## src/rtl/sarc_pkg.sv

```systemverilog
package sarc_pkg;
    typedef enum logic [1:0] {
        ST_TRACK = 2'd0,
        ST_HOLD  = 2'd1,
        ST_TRIAL = 2'd2,
        ST_XFER  = 2'd3
    } sarc_state_e;
endpackage

```

## src/rtl/sarc_edge_sync.sv

```systemverilog
module sarc_edge_sync #(
    parameter int STAGES = 2
) (
    input  logic clk,
    input  logic rst_n,
    input  logic din,
    output logic lvl,
    output logic rise,
    output logic fall
);
    logic [STAGES-1:0] sync_q;
    logic              prev_q;

    always_ff @(posedge clk or negedge rst_n) begin
        if (!rst_n) begin
            sync_q <= '0;
            prev_q <= 1'b0;
        end else begin
            sync_q <= {sync_q[STAGES-2:0], din};
            prev_q <= sync_q[STAGES-1];
        end
    end

    assign lvl  = sync_q[STAGES-1];
    assign rise = lvl & ~prev_q;
    assign fall = ~lvl & prev_q;
endmodule

```

## src/rtl/sarc_approx.sv

```systemverilog
module sarc_approx #(
    parameter int WIDTH = 12
) (
    input  logic             clk,
    input  logic             rst_n,
    input  logic             load,
    input  logic             step,
    input  logic             cmp,
    output logic [WIDTH-1:0] trial_bits,
    output logic [WIDTH-1:0] result,
    output logic             last
);
    localparam logic [WIDTH-1:0] TOP_BIT = {1'b1, {(WIDTH-1){1'b0}}};

    logic [WIDTH-1:0] bits_q;
    logic [WIDTH-1:0] mask_q;

    always_ff @(posedge clk or negedge rst_n) begin
        if (!rst_n) begin
            bits_q <= '0;
            mask_q <= '0;
        end else if (load) begin
            bits_q <= '0;
            mask_q <= TOP_BIT;
        end else if (step) begin
            if (cmp) begin
                bits_q <= bits_q | mask_q;
            end
            mask_q <= mask_q >> 1;
        end
    end

    assign trial_bits = bits_q | mask_q;
    assign result     = bits_q;
    assign last       = mask_q[0];

    // exactly one bit is under test in every trial cycle
    p_one_bit_under_test_r4: assert property (@(posedge clk) disable iff (!rst_n)
        step |-> ($countones(mask_q) == 1));
endmodule

```

## src/rtl/sarc_ctrl.sv

```systemverilog
module sarc_ctrl #(
    parameter int WIDTH       = 12,
    parameter int SYNC_STAGES = 2
) (
    input  logic             clk,
    input  logic             rst_n,
    input  logic             rc_in,
    input  logic             cs_n,
    input  logic             mode_read,
    input  logic             cmp_in,
    output logic             samp_sel,
    output logic             azero_close,
    output logic             trial_en,
    output logic [WIDTH-1:0] trial_bits,
    output logic             busy,
    output logic [WIDTH-1:0] dout,
    output logic             dout_oe
);
    import sarc_pkg::*;

    sarc_state_e      state_q, state_d;
    logic             rc_lvl, rc_rise, rc_fall;
    logic             start;
    logic             sa_last;
    logic [WIDTH-1:0] sa_trial, sa_result;
    logic [WIDTH-1:0] data_q;
    logic             rd_armed_q;

    sarc_edge_sync #(.STAGES(SYNC_STAGES)) u_sync (
        .clk  (clk),
        .rst_n(rst_n),
        .din  (rc_in),
        .lvl  (rc_lvl),
        .rise (rc_rise),
        .fall (rc_fall)
    );

    sarc_approx #(.WIDTH(WIDTH)) u_approx (
        .clk       (clk),
        .rst_n     (rst_n),
        .load      (state_q == ST_HOLD),
        .step      (state_q == ST_TRIAL),
        .cmp       (cmp_in),
        .trial_bits(sa_trial),
        .result    (sa_result),
        .last      (sa_last)
    );

    assign start = rc_fall & ~cs_n;

    // state register
    always_ff @(posedge clk or negedge rst_n) begin
        if (!rst_n) state_q <= ST_TRACK;
        else        state_q <= state_d;
    end

    // next state and outputs
    always_comb begin
        state_d     = state_q;
        busy        = 1'b0;
        samp_sel    = 1'b0;
        azero_close = 1'b0;
        trial_en    = 1'b0;
        trial_bits  = '0;
        unique case (state_q)
            ST_TRACK: begin
                busy        = 1'b1;
                samp_sel    = 1'b1;
                azero_close = 1'b1;
                if (start) state_d = ST_HOLD;
            end
            ST_HOLD: begin
                state_d = ST_TRIAL;
            end
            ST_TRIAL: begin
                trial_en   = 1'b1;
                trial_bits = sa_trial;
                if (sa_last) state_d = ST_XFER;
            end
            ST_XFER: begin
                samp_sel    = 1'b1;
                azero_close = 1'b1;
                state_d     = ST_TRACK;
            end
            default: state_d = ST_TRACK;
        endcase
    end

    // output latch and read-mode arming
    always_ff @(posedge clk or negedge rst_n) begin
        if (!rst_n) begin
            data_q     <= '0;
            rd_armed_q <= 1'b0;
        end else begin
            if (state_q == ST_XFER) data_q <= sa_result;
            if (!rc_lvl)                           rd_armed_q <= 1'b0;
            else if (rc_rise && busy && !cs_n)     rd_armed_q <= 1'b1;
        end
    end

    assign dout    = data_q;
    assign dout_oe = ~cs_n & busy & (mode_read ? rd_armed_q : rc_lvl);

    // data pads released during a conversion
    p_hiz_while_busy_r8: assert property (@(posedge clk) disable iff (!rst_n)
        !busy |-> !dout_oe);
    // the cycle after start opens every switch
    p_hold_opens_r3: assert property (@(posedge clk) disable iff (!rst_n)
        $fell(busy) |-> (!samp_sel && !azero_close && !trial_en));
    // tracking already resumed when busy rises
    p_track_first_r9: assert property (@(posedge clk) disable iff (!rst_n)
        $rose(busy) |-> ($past(samp_sel) && $past(azero_close)));
    // the output word only changes at the transfer
    p_data_held_r5: assert property (@(posedge clk) disable iff (!rst_n)
        (state_q != ST_XFER) |=> $stable(data_q));
    // no start accepted mid conversion
    p_lockout_r7: assert property (@(posedge clk) disable iff (!rst_n)
        (!busy && state_q != ST_XFER) |=> !busy);
endmodule

```

## config.mk

```make
export PLATFORM = sky130hd
export DESIGN_NAME = sarc_ctrl
export DESIGN_NICKNAME = d
export VERILOG_FILES = /design/src/rtl/sarc_pkg.sv /design/src/rtl/sarc_edge_sync.sv /design/src/rtl/sarc_approx.sv /design/src/rtl/sarc_ctrl.sv
export SDC_FILE = /design/constraint.sdc
export NUM_CORES = 1
export LEC_CHECK = 0
export CAP_MARGIN = 20
export CORE_MARGIN = 4
export CORE_UTILIZATION = 55
export DETAILED_ROUTE_END_ITERATION = 6
export PLACE_DENSITY = 0.86
export SLEW_MARGIN = 5
export SYNTH_ARGS = -nofsm -noshare
export SYNTH_HDL_FRONTEND = slang
export SYNTH_HIERARCHICAL = 1
export SYNTH_SLANG_ARGS = --single-unit
```

## constraint.sdc

```tcl
create_clock -name clk -period 2.6 [get_ports clk]
set_input_delay 0.52 -clock clk [delete_from_list [all_inputs] [get_ports clk]]
set_output_delay 0.52 -clock clk [all_outputs]
set_load 0.02 [all_outputs]
```

### Word level (Yosys, flattened, before mapping)

Cells that the tools add are included.

* logic and storage cells: 46
* register bits: 42

* mux-type cells: 15
* equality and inequality tests: 6
* bitwise operators: 9
* reductions and logical operators: 9

Operators by type and width (count)
* two-way mux 12 bit: 6
* OR 12 bit: 1
* case mux 2 bit (4 select lines): 1
* two-way mux 1 bit: 6
* inequality test 2 bit, second input constant: 3
* AND 1 bit: 5
* == test 2 bit, second input constant: 2
* two-way mux 2 bit: 2
* AND reduction 2 bit: 2
* nonzero test 2 bit: 2
* inverter 1 bit: 3
* == test 2 x 1 -> 1 bit, second input constant: 1
* logical AND 1 bit: 2
* zero test 2 bit: 1
* OR reduction 2 bit: 1
* zero test 1 bit: 1

### Logic depth before layout (Yosys ltp)

Gate-level depths: netlist of run 1.

* word-level depth: 6
* mapped depth: 6
* mapped depth without buffers: 5

### Modules after synthesis

Netlist of run 1, hierarchy kept.

By module, submodules not included
* sarc_approx: instances 1, cells an instance 90, area an instance 1017.2 um2, seq. area each 600.6 um2
* sarc_ctrl: instances 1, cells an instance 62, area an instance 779.5 um2, seq. area each 375.4 um2
* sarc_edge_sync: instances 1, cells an instance 5, area an instance 90.1 um2, seq. area each 75.1 um2

### Worst setup path after synthesis of run 1

OpenSTA, ideal clock, no wires.

* kind: register -> output
* start: register state_q[0]
* end: output trial_bits[10]
* required time: 2.080 ns
* arrival: 1.343 ns
* setup slack: 0.737 ns
* stages on the path, launching flop included: 5
* cell sequence: dfrtp_1 > inv_1 > ha_1 > clkbuf_1 > and2_1

* word-level cells in the longest chain between the ends: 2

Ends and longest elaborated chain
* from (decl): RTL line sarc_ctrl.sv:21 `sarc_state_e state_q, state_d;`
* from (signal assigned): RTL line sarc_ctrl.sv:54 `else state_q <= state_d;`
* == test 2 bit: RTL line sarc_ctrl.sv:65 `unique case (state_q)`
* two-way mux 12 bit: RTL line sarc_ctrl.sv:65
* to (decl): RTL line sarc_ctrl.sv:14 `output logic [WIDTH-1:0] trial_bits,`

Every way passes these cells.

### Final worst setup path of run 1

* start: register state_q[0]
* end: output samp_sel

* word-level cells in the longest chain between the ends: 3

Ends and longest elaborated chain
* == test 2 bit / zero test 2 bit (equally long branches): RTL line sarc_ctrl.sv:65
* OR reduction 2 bit (no line) *
* two-way mux 1 bit *: RTL line sarc_ctrl.sv:65
* to (decl): RTL line sarc_ctrl.sv:11 `output logic samp_sel,`

Every way passes the cells marked *; elsewhere a longest branch is shown, timed or not.

==> metrics.md, run 1 <==
| Metric | Value |
|---|---|
| Worst hold slack | 0.266 ns |
| Largest net degree at the start of global routing | 43 |
| DPL Wire Length | 2450 µm |
| Net Sw Frac | 0.375 |
| CTS root buffer | clkbuf_4 |
| # diodes | 0 |
| Hold WC Path Type | in -> async |
| Post-layout min period | around 2.4 ns |
| Initial core utilization | 0.565 |
| Reg-to-reg setup timing slack | 1.00 ns |
| Synthesized area | 1890 µm² |
| Post-synth EDFFs | 0 |
| CTS tree | done |
| Pint | 1420 µW |
| CTS Buffer Depth | 2 |
| Seq/Total Area, Yosys | 0.557 |
| Post-CTS setup buffers | 0 |
| Port Buffers | 34 |
| Die Area | 4430 µm² |
| Fin. Hold Viols | 0 |
| Core footprint | 3340 µm² |
| Mapped Nets | approximately 170 |
| Area delta synth->final | 21.3% |
| Wirelength per Cell | 15.4 µm |
| Die Y-Extent | 66.6 µm |
| RD Place Congestion | 0.734 |
| H-tree depth | 2 |
| CTS sink cnt | 42 |
| Initial antenna violation count | 0 |
| Vias in the first global route | 1,226 |
| Yosys top cell area share | 0.557 |
| Row cnt | 21 |
| Finish-stage setup viols | 0 |
| Die Width | ~67 µm |
| Largest fanout on the critical path | 4 |
| Power per cell area | between 900 and 1000 nW/µm² |
| Startpoint types | flip-flop |
| Yosys top cell by area | dfrtp_1 |
| Fin crit share | 0.933 |
| Peak supply drop | between 0.0007 and 0.0008 V |
| RSZ-0062 raised after global routing | false |
| Total iterations of the first detailed-routing run | 4 |
| Nets | 202 |
| DR vias/cell | 5.11 |
| Vias | 1,217 |
| Prevailing post-synth register cell | dfrtp_1 |
| Detailed-route DRC error count | 0 |
| Initial DRC count | 69 |
| Synth area leaders | dfrtp_1 (56%), mux2_2 (7.2%), mux2i_1 (6.9%) |
| Seq pwr share | 0.377 |
| Slew @ Worst Pin | 0.913 ns |
| WL final | 3650 µm |
| F_max | around 410 MHz |
| Clock-pin slew on the worst setup and hold paths | between 0.1 and 0.15 ns |
| Total of max-cap violations | 0 |
| Antenna Nets Post-Route | 0 |
| GRT overflow | 0 |
| Final clock skew | between 0.02 and 0.025 ns |
| Leakage | 0.00123 µW |
| Clock buffer count from CTS | 5 |
| Clock network fraction of total power | 0.186 |
| Worst Setup End Kind | primary output |
| Gr usage total | 0.185 |
| Share of post-route cells with drive strength above 1 | 0.214 |
| Logic pwr share | 0.436 |
| Avg Cell Area, Syn | 12.0 µm² |
| Synthesized flop and latch total | 42 |
| Post-route setup TNS | 0 ns |
| CP Class | reg -> out |
| Post-synth ARST share | 1.00 |
| Status | finished, final reports clean |
| # hold bufs at CTS | 0 |
| Worst slew margin | 0.391 |
| Worst Path Required | 2.08 ns |
| Psw | 854 µW |
| Yosys cell types | 26 |
| First-pass GRT wire length | 5890 µm |
| Num ports | 35 |
| Max Transition Viols Final | 0 |
| Yosys warning count | 6 |
| CP arrival | approximately 1.9 ns |
| Synth Instances | 157 |
| Worst-Skew Late Latency | around 0.37 ns |
==> critical path: stages (launching register included) <==
cell and delay [ns]:
dfrtp_1 0.43, inv_1 0.11, ha_1 0.30, inv_1 0.10
clkdlybuf4s50_1 0.61
==> stage by stage <==
stage	std cells	power, µW	setup WS (ns)	cell area [µm²]	utilization
4_1_cts	238	2300	0.0567	2280	0.684
3_3_place_gp	230	1840	0.228	2210	0.663
6_report	238	2280	0.175	2290	0.686
3_5_place_dp	230	1890	0.181	2210	0.663
5_1_grt	238	2420	0.0571	2290	0.686
2_1_floorplan	157	1620	0.737	1890	-
==> state kept, by name, indices dropped and copies added (netlist names) <==
register         flops
dout                12
u_approx/mask_q     12
u_approx/result     12
state_q              2
u_sync/sync_q        2
rd_armed_q           1
u_sync/prev_q        1
==> placed cells by master, fill, tap and decap left out <==
cell type	instances
dfrtp_1	42
nor2_1	25
clkdlybuf4s50_1	19
mux2i_1	13
mux2_2	12
dlygate4sd2_1	12
or2_2	12
a31oi_1	12
and2_1	10
ha_1	5
clkbuf_4	5
inv_1	4
and2_2	2
nand2_1	2
dlymetal6s2s_1	2
nor3b_1	1
nand2b_4	1
and2b_1	1
a21oi_2	1
a2bb2oi_2	1
o21a_1	1
bufinv_16	1
inv_6	1
clkinv_2	1
buf_2	1
buf_4	1
buf_6	1
a21o_1	1
nor2b_1	1
and2b_2	1
==> layer usage <==
layer,up-vias,part of all wire,global-route usage
met5,-,0,0
met4,0,0.015,0.0685
met3,6,0.035,0.0624
met2,25,0.53,0.313
met1,597,0.42,0.216
li1,589,-,-
==> final cells by class <==
cell class                 count  area, µm²
sequential                    42       1050
inverter                       4       15.0
fill                         270       1050
clock inverter                 3       43.8
clock buffer                   5       37.5
tap                           46       57.6
multi-input combinational    102        739
timing repair buffer          36        344
==> synthesized netlist by cell type, drive strengths merged, types with 2 or more instances <==
master,instances
dfrtp,42
nor2,25
mux2,12
inv,4
a31oi,12
clkbuf,3
ha,5
nand2,2
mux2i,13
and2b,2
and2,12
buf,6
or2,12
==> power by group through the flow <==
| stage | clock [µW] | combinational, µW | sequential, µW |
|---|---|---|---|
| 3_3_place_gp | 0 | 973 | 862 |
| 3_5_place_dp | 0 | 1010 | 874 |
| 4_1_cts | 434 | 1000 | 860 |
| 6_report | 424 | 993 | 859 |
| 5_1_grt | 472 | 1070 | 879 |
| 2_1_floorplan | 0 | 731 | 886 |
==> kinds of logic after synthesis <==
kind of cell | count (synthesis) | share of synthesized area
simple gates | 56 | 0.158
flops | 42 | 0.557
mux | 25 | 0.141
compound gates | 16 | 0.0603
buf+inv | 13 | 0.0511
fa+ha+maj | 5 | 0.0332
==> timing repair <==
item,in CTS,in global routing
resized for setup,13,2
endpoints found under the setup margin,12,2
gates cloned,0,0
==> worst paths after layout <==
check | startpoint | endpoint | cells past startpoint
max | state_q[0]$_DFFE_PN0P_ | samp_sel | 4
min | rst_n | dout[10]$_DFFE_PN0N_ | 1
max reg2reg | state_q[0]$_DFFE_PN0P_ | state_q[1]$_DFFE_PN0P_ | 6
min reg2reg | u_sync/sync_q[0]$_DFF_PN0_ | u_sync/sync_q[1]$_DFF_PN0_ | 0
max in group asynchronous | rst_n | dout[7]$_DFFE_PN0N_ | 1
min in group clk | u_sync/sync_q[0]$_DFF_PN0_ | u_sync/sync_q[1]$_DFF_PN0_ | 0
No activity file was read; power rests on OpenSTA's default activity.
==> run 2, diff against run 1 <==
- CORE_ASPECT_RATIO: not set -> 1.2
==> metrics.md, run 2 (synthesized netlist as in run 1, its figures left out) <==
| Metric | Value |
|---|---|
| WL final | 3370 µm (-7.8%) |
| Total of max-cap violations | 0 (unchanged) |
| Clock buffer count from CTS | 5 (unchanged) |
| Nets | 203 (+0.50%) |
| CP arrival | 2.02 ns (+0.11 ns) |
| Vias | 1,245 (+2.3%) |
| Gr busiest metal | met2 |
| Hold WC Path Type | in -> async |
| DR vias/cell | 5.41 (+5.9%) |
| Area delta synth->final | 24.6% |
| CP Class | reg -> out |
| Crit-path slowest cell | clkdlybuf4s50_1 |
| Finished Core Util | 0.710 (+0.0246) |
| Fin cells | 230 (-3.4%) |
| Critical path, cell by cell | inv_1 -> ha_1 -> buf_4 -> and2_2 -> clkdlybuf4s50_1 |
| Die Y-Extent | 72.2 µm (+8.4%) |
| GRT met3 Usage | 0.0498 (-0.0126) |
| Reg-to-reg setup timing slack | 1.02 ns (+0.02 ns) |
| Row cnt | 23 (+9.5%) |
| Antenna Nets Post-Route | 0 (unchanged) |
| Worst hold slack | 0.342 ns (+0.0761 ns) |
| CTS tree | done |
| Max Transition Viols Final | 0 (unchanged) |
| Seq pwr share | 0.364 (-0.013) |
| Worst Setup End Kind | primary output |
| GRT overflow | 0 (unchanged) |
| Peak supply drop | 0.000987 V (+38%) |
| Status | finished, final reports clean |
| Vias in the first global route | 1,275 (+4.0%) |
| Startpoint types | flip-flop |
| FILL cells | 230 (-15%) |
| Fin crit share | 0.978 (+0.0452) |
| Grt met1 use | 0.208 (-0.00772) |
| Largest net degree at the start of global routing | 43 (unchanged) |
| Post-CTS setup buffers | 0 (unchanged) |
| Logic pwr share | 0.425 (-0.011) |
| # diodes | 0 (unchanged) |
| Pint | 1530 µW (+7.4%) |
| Leakage | 0.00135 µW (+10%) |
| First-pass GRT wire length | 5870 µm (-0.34%) |
| Total iterations of the first detailed-routing run | 4 (unchanged) |
| Fin. Hold Viols | 0 (unchanged) |
| Psw | 838 µW (-1.9%) |
| Initial antenna violation count | 0 (unchanged) |
| Commonest non-fill, non-tap cell in the layout | dfrtp_1 |
| Detailed-route DRC error count | 0 (unchanged) |
| Reg2reg path depth | 6 (unchanged) |
| Wirelength per Cell | 14.6 µm (-4.6%) |
| H-tree depth | 2 (unchanged) |
| F_max | 393 MHz (-4.6%) |
| DPL Wire Length | 2310 µm (-5.6%) |
| Net Sw Frac | 0.354 (-0.0208) |
| Slew @ Worst Pin | 0.881 ns (-0.0321 ns) |
| Num ports | 35 (unchanged) |
| RD Place Congestion | 0.717 (-2.4%) |
| Largest fanout on the critical path | 15 (+11) |
| Power per cell area | 1010 nW/µm² (+1.1%) |
| # hold bufs at CTS | 0 (unchanged) |
| Worst slew margin | 0.413 (+0.0214) |
| Die Width | 61.5 µm (-7.7%) |
| Initial DRC count | 54 (-22%) |
| Met2 track demand over resource | 0.305 (-0.00841) |
| Port Buffers | 34 (unchanged) |
| Critical path buffer and inverter count | 3 (unchanged) |
| CTS Buffer Depth | 2 (unchanged) |
| Initial core utilization | 0.570 (+0.00470) |
| Worst-Skew Late Latency | 0.29 ns (-0.08 ns) |
| Core footprint | 3310 µm² (-0.83%) |
| Clock-pin slew on the worst setup and hold paths | 0.08 ns (-0.06 ns) |
| Share of post-route cells with drive strength above 1 | 0.212 (-0.00111) |
| R2R Path End | state_q[1]$_DFFE_PN0P_ |
| Worst Path Required | 2.08 ns (about the same) |
| Post_cts resized | 0 (-13) |
| RSZ-0062 raised after global routing | true |
| Clock network fraction of total power | 0.211 (+0.025) |
| Gr usage total | 0.179 (-0.00621) |
| Post-layout min period | 2.54 ns (+0.117 ns) |
| Finish-stage setup viols | 0 (unchanged) |
| CTS sink cnt | 42 (unchanged) |
| Die Area | 4440 µm² (about the same) |
| Crit-path leading delay family | buffers and inverters |
| CTS root buffer | clkbuf_8 |
| R2r startpoint | state_q[0]$_DFFE_PN0P_ |
| Placed Instances | 222 (-3.5%) |
| Highest-count cells in the layout ignoring fill and taps | dfrtp_1 (42), nor2_1 (25), clkdlybuf4s50_1 (22) |
| Final clock skew | 0.0105 ns (-0.0111 ns) |
| CP max stage delay | 0.60 ns (about the same) |
==> run 2: cell types whose count changed in the layout (fill, tap and decap cells not counted), sizes merged <==
| cell | change |
|---|---|
| clkbuf | +1 |
| clkinvlp | +1 |
| buf | +1 |
| clkinv | -1 |
| clkdlybuf4s50 | +3 |
| inv | -1 |
| dlygate4sd2 | -12 |
| dlymetal6s2s | +9 |
==> run 2: layout make-up <==
cell class              instances  area [µm²]  share of cell area
well taps                      37        46.3              0.0197
repair buffers                 37         389               0.166
clock buffers                   6        72.6              0.0309
flip-flops and latches         42        1050               0.447
inverters                       4        15.0             0.00639
clock inverters                 2        37.5              0.0160
multi-input cells             102         739               0.315
==> run 2: worst max-delay path by stage <==
stage	startpoint	endpoint	slack [ns]	cells after the start
finish	state_q[0]$_DFFE_PN0P_	trial_bits[1]	0.06	5
global route	state_q[0]$_DFFE_PN0P_	trial_bits[1]	-0.04	5
CTS	state_q[0]$_DFFE_PN0P_	trial_bits[7]	0.03	5
detailed placement	mode_read	dout_oe	0.19	4
global placement	mode_read	dout_oe	0.22	4
floorplan	state_q[0]$_DFFE_PN0P_	trial_bits[10]	0.74	4
==> run 2: worst register-to-register path, stage by stage (launching register included) <==
cell and delay [ns]:
dfrtp_1 0.41, inv_1 0.11, ha_1 0.24, buf_4 0.20
and2b_1 0.18, a21oi_2 0.16, mux2i_1 0.21
==> run 2: layer usage <==
layer	vias to the layer above	part of all wire	wire length, µm
met5	-	0	0
met4	0	0.016	54
met3	5	0.057	193
met2	34	0.51	1730
met1	614	0.41	1390
li1	592	-	-
==> run 2: power groups by stage <==
stage | clock [µW] | sequential, µW | combinational, µW
finish | 500 | 860 | 1000
global placement | 0 | 862 | 982
detailed placement | 0 | 874 | 1010
floorplan | 0 | 886 | 731
CTS | 519 | 861 | 1010
global route | 545 | 878 | 1100
==> run 2: per-stage QoR <==
step	setup TNS, ns	instance area (µm²)	setup slack, ns	power, µW
global placement	0	2210	0.224	1840
floorplan	0	1890	0.737	1620
detailed placement	0	2210	0.188	1880
global route	-0.0379	2350	-0.0379	2520
finish	0	2350	0.0571	2360
CTS	0	2320	0.0301	2400
==> run 3, diff against run 2 <==
- TNS_END_PERCENT: not set -> 5
==> results of run 3 <==
Same layout as run 2: the final DEF is identical, and so are final timing and power.
